**src/rtl/seq_pkg.sv**
```systemverilog
package seq_pkg;
    typedef enum logic [2:0] {
        OP_IDENT = 3'b000,
        OP_SHUT  = 3'b001,
        OP_WRITE = 3'b010,
        OP_READ  = 3'b011,
        OP_SMART = 3'b100,
        OP_RSV5  = 3'b101,
        OP_FLUSH = 3'b110,
        OP_RSV7  = 3'b111
    } op_e;

    typedef enum logic [2:0] {
        ST_INIT,
        ST_IDLE,
        ST_GATE,
        ST_ISSUE,
        ST_WAIT,
        ST_DRAIN,
        ST_DEAD
    } state_e;
endpackage

```
**src/rtl/seq_cmd_check.sv**
```systemverilog
module seq_cmd_check #(
    parameter int ADDR_W = 48
) (
    input  logic [2:0]        op,
    input  logic [ADDR_W-1:0] addr,
    input  logic [ADDR_W-1:0] len,
    input  logic [ADDR_W-1:0] cap,
    input  logic              mode_4k,
    output logic              ok,
    output logic              is_rw
);
    import seq_pkg::*;

    logic [ADDR_W:0] end_sect;
    logic            reserved;
    logic            bad_range;
    logic            misaligned;

    always_comb begin
        is_rw      = (op == OP_WRITE) || (op == OP_READ);
        reserved   = (op == OP_RSV5) || (op == OP_RSV7);
        end_sect   = {1'b0, addr} + {1'b0, len};
        bad_range  = (len == '0) || (end_sect > {1'b0, cap});
        misaligned = mode_4k && ((addr[2:0] != 3'b000) || (len[2:0] != 3'b000));
        ok         = !reserved && (!is_rw || (!bad_range && !misaligned));
    end
endmodule

```
**src/rtl/seq_chunk.sv**
```systemverilog
module seq_chunk #(
    parameter int ADDR_W   = 48,
    parameter int MAX_SECT = 256,
    parameter int CNT_W    = $clog2(MAX_SECT + 1)
) (
    input  logic [ADDR_W-1:0] remain,
    output logic [CNT_W-1:0]  chunk
);
    always_comb begin
        if (remain >= ADDR_W'(MAX_SECT)) chunk = CNT_W'(MAX_SECT);
        else                             chunk = remain[CNT_W-1:0];
    end
endmodule

```
**src/rtl/storage_cmd_seq.sv**
```systemverilog
module storage_cmd_seq #(
    parameter int ADDR_W   = 48,
    parameter int MAX_SECT = 256,
    parameter int BUF_W    = 16,
    localparam int CNT_W   = $clog2(MAX_SECT + 1)
) (
    input  logic              clk,
    input  logic              rst_n,
    input  logic              init_done,
    input  logic              init_err,
    input  logic              link_up,
    input  logic              req,
    input  logic [2:0]        req_op,
    input  logic [ADDR_W-1:0] req_addr,
    input  logic [ADDR_W-1:0] req_len,
    output logic              busy,
    output logic              param_err,
    output logic              inactive,
    input  logic [ADDR_W-1:0] cap_sectors,
    input  logic              mode_4k,
    input  logic [BUF_W-1:0]  wr_avail,
    input  logic [BUF_W-1:0]  rd_free,
    input  logic              rd_empty,
    output logic              sub_valid,
    input  logic              sub_ready,
    output logic [2:0]        sub_op,
    output logic [ADDR_W-1:0] sub_addr,
    output logic [CNT_W-1:0]  sub_cnt,
    input  logic              sub_done
);
    import seq_pkg::*;

    localparam int CMP_W = (BUF_W > CNT_W) ? BUF_W : CNT_W;

    typedef struct packed {
        state_e            st;
        logic [2:0]        op;
        logic [ADDR_W-1:0] addr;
        logic [ADDR_W-1:0] rem;
        logic              vld;
        logic [ADDR_W-1:0] s_addr;
        logic [CNT_W-1:0]  s_cnt;
        logic              err;
    } seq_t;

    seq_t r_q, r_d;

    logic             req_ok;
    logic             req_rw;
    logic [CNT_W-1:0] chunk;
    logic             room_ok;
    logic [ADDR_W-1:0] rem_next;

    seq_cmd_check #(.ADDR_W(ADDR_W)) u_check (
        .op      (req_op),
        .addr    (req_addr),
        .len     (req_len),
        .cap     (cap_sectors),
        .mode_4k (mode_4k),
        .ok      (req_ok),
        .is_rw   (req_rw)
    );

    seq_chunk #(.ADDR_W(ADDR_W), .MAX_SECT(MAX_SECT), .CNT_W(CNT_W)) u_chunk (
        .remain (r_q.rem),
        .chunk  (chunk)
    );

    always_comb begin
        if (r_q.op == OP_WRITE) room_ok = CMP_W'(wr_avail) >= CMP_W'(chunk);
        else                    room_ok = CMP_W'(rd_free) >= CMP_W'(chunk);
        rem_next = r_q.rem - ADDR_W'(r_q.s_cnt);
    end

    always_comb begin
        r_d     = r_q;
        r_d.err = 1'b0;
        unique case (r_q.st)
            ST_INIT: begin
                if (init_err)                  r_d.st = ST_DEAD;
                else if (init_done && link_up) r_d.st = ST_IDLE;
            end
            ST_IDLE: begin
                if (req) begin
                    if (!req_ok) begin
                        r_d.err = 1'b1;
                    end else begin
                        r_d.op = req_op;
                        if (req_rw) begin
                            r_d.addr = req_addr;
                            r_d.rem  = req_len;
                            r_d.st   = ST_GATE;
                        end else begin
                            r_d.addr   = '0;
                            r_d.rem    = '0;
                            r_d.vld    = 1'b1;
                            r_d.s_addr = '0;
                            r_d.s_cnt  = '0;
                            r_d.st     = ST_ISSUE;
                        end
                    end
                end
            end
            ST_GATE: begin
                if (room_ok) begin
                    r_d.vld    = 1'b1;
                    r_d.s_addr = r_q.addr;
                    r_d.s_cnt  = chunk;
                    r_d.st     = ST_ISSUE;
                end
            end
            ST_ISSUE: begin
                if (sub_ready) begin
                    r_d.vld = 1'b0;
                    r_d.st  = ST_WAIT;
                end
            end
            ST_WAIT: begin
                if (sub_done) begin
                    if (r_q.op == OP_WRITE || r_q.op == OP_READ) begin
                        r_d.rem  = rem_next;
                        r_d.addr = r_q.addr + ADDR_W'(r_q.s_cnt);
                        if (rem_next != '0)          r_d.st = ST_GATE;
                        else if (r_q.op == OP_READ)  r_d.st = ST_DRAIN;
                        else                         r_d.st = ST_IDLE;
                    end else if (r_q.op == OP_SHUT) begin
                        r_d.st = ST_DEAD;
                    end else begin
                        r_d.st = ST_IDLE;
                    end
                end
            end
            ST_DRAIN: begin
                if (rd_empty) r_d.st = ST_IDLE;
            end
            ST_DEAD: begin
                r_d.st = ST_DEAD;
            end
            default: r_d.st = ST_DEAD;
        endcase
    end

    always_ff @(posedge clk) begin
        if (!rst_n) begin
            r_q.st     <= ST_INIT;
            r_q.op     <= '0;
            r_q.addr   <= '0;
            r_q.rem    <= '0;
            r_q.vld    <= 1'b0;
            r_q.s_addr <= '0;
            r_q.s_cnt  <= '0;
            r_q.err    <= 1'b0;
        end else begin
            r_q <= r_d;
        end
    end

    assign busy      = (r_q.st != ST_IDLE) && (r_q.st != ST_DEAD);
    assign inactive  = (r_q.st == ST_DEAD);
    assign param_err = r_q.err;
    assign sub_valid = r_q.vld;
    assign sub_op    = r_q.op;
    assign sub_addr  = r_q.s_addr;
    assign sub_cnt   = r_q.s_cnt;
endmodule

```
**config.mk**
```make
export PLATFORM = sky130hd
export DESIGN_NAME = storage_cmd_seq
export DESIGN_NICKNAME = d
export VERILOG_FILES = /design/src/rtl/seq_pkg.sv /design/src/rtl/seq_cmd_check.sv /design/src/rtl/seq_chunk.sv /design/src/rtl/storage_cmd_seq.sv
export SDC_FILE = /design/constraint.sdc
export NUM_CORES = 1
export LEC_CHECK = 0
export ABC_AREA = 1
export BUFFER_PORTS_ARGS = -buffer_cell sky130_fd_sc_hd__buf_4
export CAP_MARGIN = 20
export CORE_MARGIN = 8
export CORE_UTILIZATION = 37
export DETAILED_ROUTE_END_ITERATION = 7
export PLACE_DENSITY = 0.67
export SLEW_MARGIN = 20
export SYNTH_ARGS = -nofsm -noshare
export SYNTH_HDL_FRONTEND = slang
export SYNTH_SLANG_ARGS = --single-unit
```
**constraint.sdc**
```tcl
create_clock -name clk -period 8.3 [get_ports clk]
set_clock_uncertainty 0.1 [all_clocks]
set_input_delay 1.245 -clock clk [delete_from_list [all_inputs] [get_ports clk]]
set_output_delay 1.245 -clock clk [all_outputs]
set_load 0.05 [all_outputs]
```
After elaboration in Yosys (flattened, before gate mapping) --
Cells that the tools add are included.
Storage, ports and cells: logic and storage cells 94, register bits after elaboration 161, input port bits 189, output and inout bits 64
Operators by class: add/subtract/negate cells 3, reductions and logical operators 29, mux-type cells 26, order comparisons 4, equality and inequality tests 24
Operator list (count):
- two-way mux 96 bit | 3
- case mux 96 bit (2 select lines) | 1
- two-way mux 161 bit | 1
- two-way mux 160 bit | 1
- two-way mux 58 bit | 2
- case mux 57 bit (2 select lines) | 1
- adder 48 x 48 -> 49 bit | 1
- greater-than comparator 49 x 48 -> 1 bit | 1
- adder 48 x 9 -> 48 bit | 1
- greater-or-equal comparator 48 x 9 -> 1 bit, second input constant | 1
- logical NOT 48 bit | 1
- nonzero test 48 bit | 1
- subtractor 48 x 9 -> 48 bit | 1
- greater-or-equal comparator 16 x 9 -> 1 bit | 2
- two-way mux 3 bit | 10
- == test 3 x 2 -> 1 bit, second input constant | 6
- case mux 3 bit (6 select lines) | 1
- != test 2 bit, second input constant | 8
- == test 3 bit, second input constant | 5
- AND reduction 5 bit | 2
- two-way mux 9 bit | 1
- nonzero test 3 bit | 3
- AND reduction 7 bit | 1
- == test 3 x 1 -> 1 bit, second input constant | 2
- other kinds (11) | 29

Longest topological paths before layout --
depth after elaboration 10, gate-level depth with buffers 39, mapped depth without buffers 37

Modules after synthesis --
A second synthesis with hierarchy kept.
Unflattened totals: cells, all modules 2661, area, all modules 16387.0 µm²
Modules (own cells, without submodules):
- storage_cmd_seq | area an instance 11906.4 µm², cells an instance 1887, instances 1, sequential area each 3223.1 µm²
- seq_cmd_check | area an instance 4264.1 µm², cells an instance 720, instances 1, sequential area each 0.0 µm²
- seq_chunk | area an instance 216.5 µm², cells an instance 54, instances 1, sequential area each 0.0 µm²

Least setup slack after synthesis --
OpenSTA, ideal clock, no wires.
path kind input-to-reg, start point in req_addr[8], end point reg r_q[103] (netlist name), library setup time 0.113 ns, buffers on the path 2, data required time 8.087 ns, data arrival time 5.016 ns, setup slack 3.072 ns, stages on the path 35, path through ha_1 a21oi_1 inv_1 a21oi_1 a21boi_0 o21ai_0 a21oi_1 o31ai_1 a21boi_0 o21ai_0 xor2_1 ha_1 nand2_1 nor2_1 nand2_1 nor2_1 nand2_1 nor2_1 nand2_1 nand2_1 nand2_1 nand2_1 nand2_1 nand2_1 nand2_1 nand2_1 nand2_1 nand2_1 nand2_2 nand2_1 buf_2 buf_2 o22ai_1 nor2_1 nor2_1
On the way: word-level cells in the longest chain between the ends 9
Ends and longest elaborated chain:
- start, declared | RTL line storage_cmd_seq.sv:14 | input logic [ADDR_W-1:0] req_addr,
- adder 48 x 48 -> 49 bit | RTL line seq_cmd_check.sv:22 | end_sect = {1'b0, addr} + {1'b0, len};
- greater-than comparator 49 x 48 -> 1 bit | RTL line seq_cmd_check.sv:23 | bad_range = (len == '0) || (end_sect > {1'b0, cap});
- logical OR 1 bit | RTL line seq_cmd_check.sv:23
- logical NOT 1 bit | RTL line seq_cmd_check.sv:25 | ok = !reserved && (!is_rw || (!bad_range && !misaligned));
- logical AND 1 bit | RTL line seq_cmd_check.sv:25
- logical OR 1 bit | RTL line seq_cmd_check.sv:25
- logical AND 1 bit | RTL line seq_cmd_check.sv:25
- != test 2 bit (no line)
- AND reduction 5 bit (no line)
- end signal, assigned | RTL line storage_cmd_seq.sv:154 | r_q <= r_d;
- end, declared | RTL line storage_cmd_seq.sv:46 | seq_t r_q, r_d;
No other way between the ends. A chain may end at the register's enable or synchronous reset.

Worst setup path after layout --
start point in req_addr[8], end point reg r_q, in the netlist sub_addr[30]
Same word-level chain as after synthesis.

==> metrics.log <==
INFO  metric drive_above_1_share = 0.104
INFO  metric gpl.final_weighted_congestion = 0.982
INFO  metric remaining_antenna_violation_count_after_routing = 0
INFO  metric worst_slew_margin_rel = 0.324
INFO  metric setup_tns = 0 ps
INFO  metric syn-instance-count = 2995
INFO  metric synth_warnings = 0
INFO  metric dp_hpwl = 52.7 mm
INFO  metric worst_slew_pin_slew = 1010 ps
INFO  metric worst_hold_path_type = flop to flop
INFO  metric antenna_found_initial = 6
INFO  metric post-synth-top-area-cell = dfxtp_1
INFO  metric fillers = 5130
INFO  metric dp_worst_setup_slack = 1200 ps
INFO  metric clock_pin_slew_on_the_worst_setup_and_hold_paths = 70 ps
INFO  metric synth_xor_xnor_area_share = 0.0427
INFO  metric multiplexer_share_of_the_synthesized_area = 0
INFO  metric regToRegStartpoint = r_q[82]
INFO  metric worst_path_arrival_time = 7010 ps
INFO  metric port_buffers = 252
INFO  metric synth.top_cell.area_share = 0.187
INFO  metric synthesis.nets = 3319
INFO  metric total_number_of_vias = 19438
INFO  metric finalPower = 0.00696 W
INFO  metric core-area = 46300 um2
INFO  metric io-pin-count = 253
INFO  metric power.density = 353 nW/um2
INFO  metric stdcell_area = 19700 um2
INFO  metric synth-simple-area-share = 0.391
INFO  metric clk_latency = 460 ps
INFO  metric globalRoute.totalOverflow = 0
INFO  metric tritoncts = built
INFO  metric synth_top_family_by_area = simple AND/OR/NAND/NOR gates
INFO  metric cts-resized-gates = 0
INFO  metric critical_path.max_stage_delay = 640 ps
INFO  metric clk_root_buffer_cell = clkbuf_16
INFO  metric ctsHoldBuffers = 0
INFO  metric final_nets = 3441
INFO  metric placement_rows = 79
INFO  metric max_freq = 148 MHz
INFO  metric share_of_the_synthesized_area_in_compound_gates_ao_oa_aoi_oai = 0.123
INFO  metric synth_sequential_area_ratio = 0.187
INFO  metric timing.reg2reg.setup_slack = 3270 ps
INFO  metric final.period_utilization = 0.815
INFO  metric category_of_the_worst_setup_path_capture_point = flop
INFO  metric dieWidth = 232 um
INFO  metric synth_flop_cell = dfxtp_1
INFO  metric synth_area_leaders = dfxtp_1 19%, nand2_1 16%, nor2_1 11%
INFO  metric post-cts-setup-buffers = 0
INFO  metric synth_seq_cells = 161
INFO  metric via_count_of_the_first_global_routing_pass = 18052
INFO  metric finalMaxSlewViolations = 0
INFO  metric die_area = 53700 um2
INFO  metric synth_edf_count = 0
INFO  metric synthMostInstantiatedCell = nand2_1
INFO  metric finalSetupViolCount = 0
INFO  metric cell_area_after_placement = 19100 um2
INFO  metric initial_utilization = 0.372
INFO  metric clkSinkCount = 161
INFO  metric cts_made_buffers = 17
INFO  metric share_of_synthesized_cell_area_in_full_adder_half_adder_and_majority_cells = 0.0994
INFO  metric die_y = 232 um
INFO  metric run_status = finished clean
INFO  metric synthTopCellsByCount = 746 x nand2_1, 496 x nor2_1, 443 x inv_1
INFO  metric cp_common_cell = nand2_1
INFO  metric worstSetupPathType = input port to flop
INFO  metric ir_drop_worst_vdd = 0.000251 V
INFO  metric grt_max_degree = 86
INFO  metric fin_hold_ws = 398 ps
INFO  metric finalWirelength = 66.0 mm
INFO  metric hold_viol_final = 0
INFO  metric synth-async-reset-ratio = 0
INFO  metric maxCapViolations = 0
INFO  metric drc = 0
INFO  metric ys_types = 45
INFO  metric critical-path-slowest-cell = buf_4
INFO  metric worst-path-max-fanout = 84
INFO  metric drt_iter0_drc = 1621
INFO  metric layout_setup_ws = 1540 ps
INFO  metric syn_area_per_cell = 5.75 um2
INFO  metric first_pass_grt_wire_length = 101 mm
INFO  metric htree_levels = 4
INFO  metric detail_route.vias_per_cell = 5.20
INFO  metric cp.required = 8540 ps
INFO  metric cts_buffer_depth = 2
INFO  metric netlist_area = 17200 um2
INFO  metric unrepaired_setup_endpoints_after_global_routing = no
INFO  metric gr-usage-all-layers = 0.237
INFO  metric areaGrowthSynthToFinish = 14.6%
INFO  metric drt-wirelength-per-cell = 17.6 um
INFO  metric worst_hold_startpoint = sub_op[1]
INFO  metric timing.critical_path.from = req_addr[8]
INFO  metric fin_crit = 6760 ps
INFO  metric crit_path_start_kind = input port
INFO  metric dr.pass1.iters = 6
INFO  metric p_leak = 10.2 nW
## area by class of cell
cell class / instances / area (um2) / area share
Multi-Input combinational cell: 2214 / 11300 / 0.574
Sequential cell: 161 / 3220 / 0.163
Timing Repair Buffer: 272 / 2070 / 0.105
Inverter: 451 / 1690 / 0.0858
Tap cell: 607 / 759 / 0.0385
Clock buffer: 19 / 443 / 0.0224
Clock inverter: 13 / 206 / 0.0105
Antenna cell: 3 / 7.51 / 0.000380
## cell usage in the layout, fill, tap and decap left out, types with 4 or more instances in the layout
| cell | n |
|---|---|
| nand2_1 | 746 |
| a21o_1 | 9 |
| buf_4 | 270 |
| o21bai_1 | 43 |
| a211oi_1 | 4 |
| nor3_1 | 64 |
| a21oi_1 | 122 |
| xor2_1 | 66 |
| xnor2_1 | 18 |
| nand4_1 | 76 |
| bufinv_16 | 5 |
| inv_1 | 442 |
| inv_2 | 9 |
| nand3_1 | 179 |
| o22ai_1 | 13 |
| a31oi_1 | 8 |
| dfxtp_1 | 161 |
| a21boi_0 | 8 |
| ha_1 | 132 |
| o21ai_0 | 154 |
| nor2_1 | 492 |
| nor4_1 | 36 |
| o31ai_1 | 8 |
| clkbuf_16 | 17 |
## per-layer routing
layer  up-vias  global-route usage  wire length (um)  part of all wire
met3       130              0.0357              4420             0.067
met5         -                   0                27           0.00041
met1      8799               0.313             29100              0.44
met2       773               0.384             30000              0.45
li1       9732                   -                 -                 -
met4         4              0.0933              2470             0.037
## worst max-delay path, delay by kind of cell
kind	cells	cell delay, ps
xor gates and xnor gates	1	190
AOI/OAI and AO/OA	8	1780
buffers and inverters	4	1130
adders and majority gates	2	680
and+or+nand+nor	23	1920
## metrics by stage
step	instances	utilization
2_1_floorplan	2995	-
3_3_place_gp	3705	0.412
3_5_place_dp	3705	0.412
4_1_cts	3737	0.426
5_1_grt	3740	0.427
6_report	3740	0.427
## state kept, by name, indices dropped and copies added (netlist names)
name / count
param_err: 1
r_q: 99
sub_addr: 48
sub_cnt: 9
sub_op: 3
sub_valid: 1
## power by group
part | total [W] | switching [W] | internal, W
logic | 0.00469 | 0.00327 | 0.00142
clock network | 0.000909 | 0.000366 | 0.000543
registers | 0.00136 | 0.000278 | 0.00109
## logic make-up (layout without fill, tap and decap cells)
logic type	Yosys count	after routing
compound gates	379	379
xor+xnor	84	84
fa+ha+maj	135	135
buf+inv	620	755
flops	161	161
other cells	0	3
simple gates	1616	1616
## worst paths after layout
check | end | cells past startpoint
setup / recovery | sub_addr[30] | 38
hold / removal | sub_op[1] | 2
setup reg to reg | sub_addr[30] | 29
hold reg to reg | sub_op[1] | 2
Note: power is estimated with default switching activity, not from simulation.
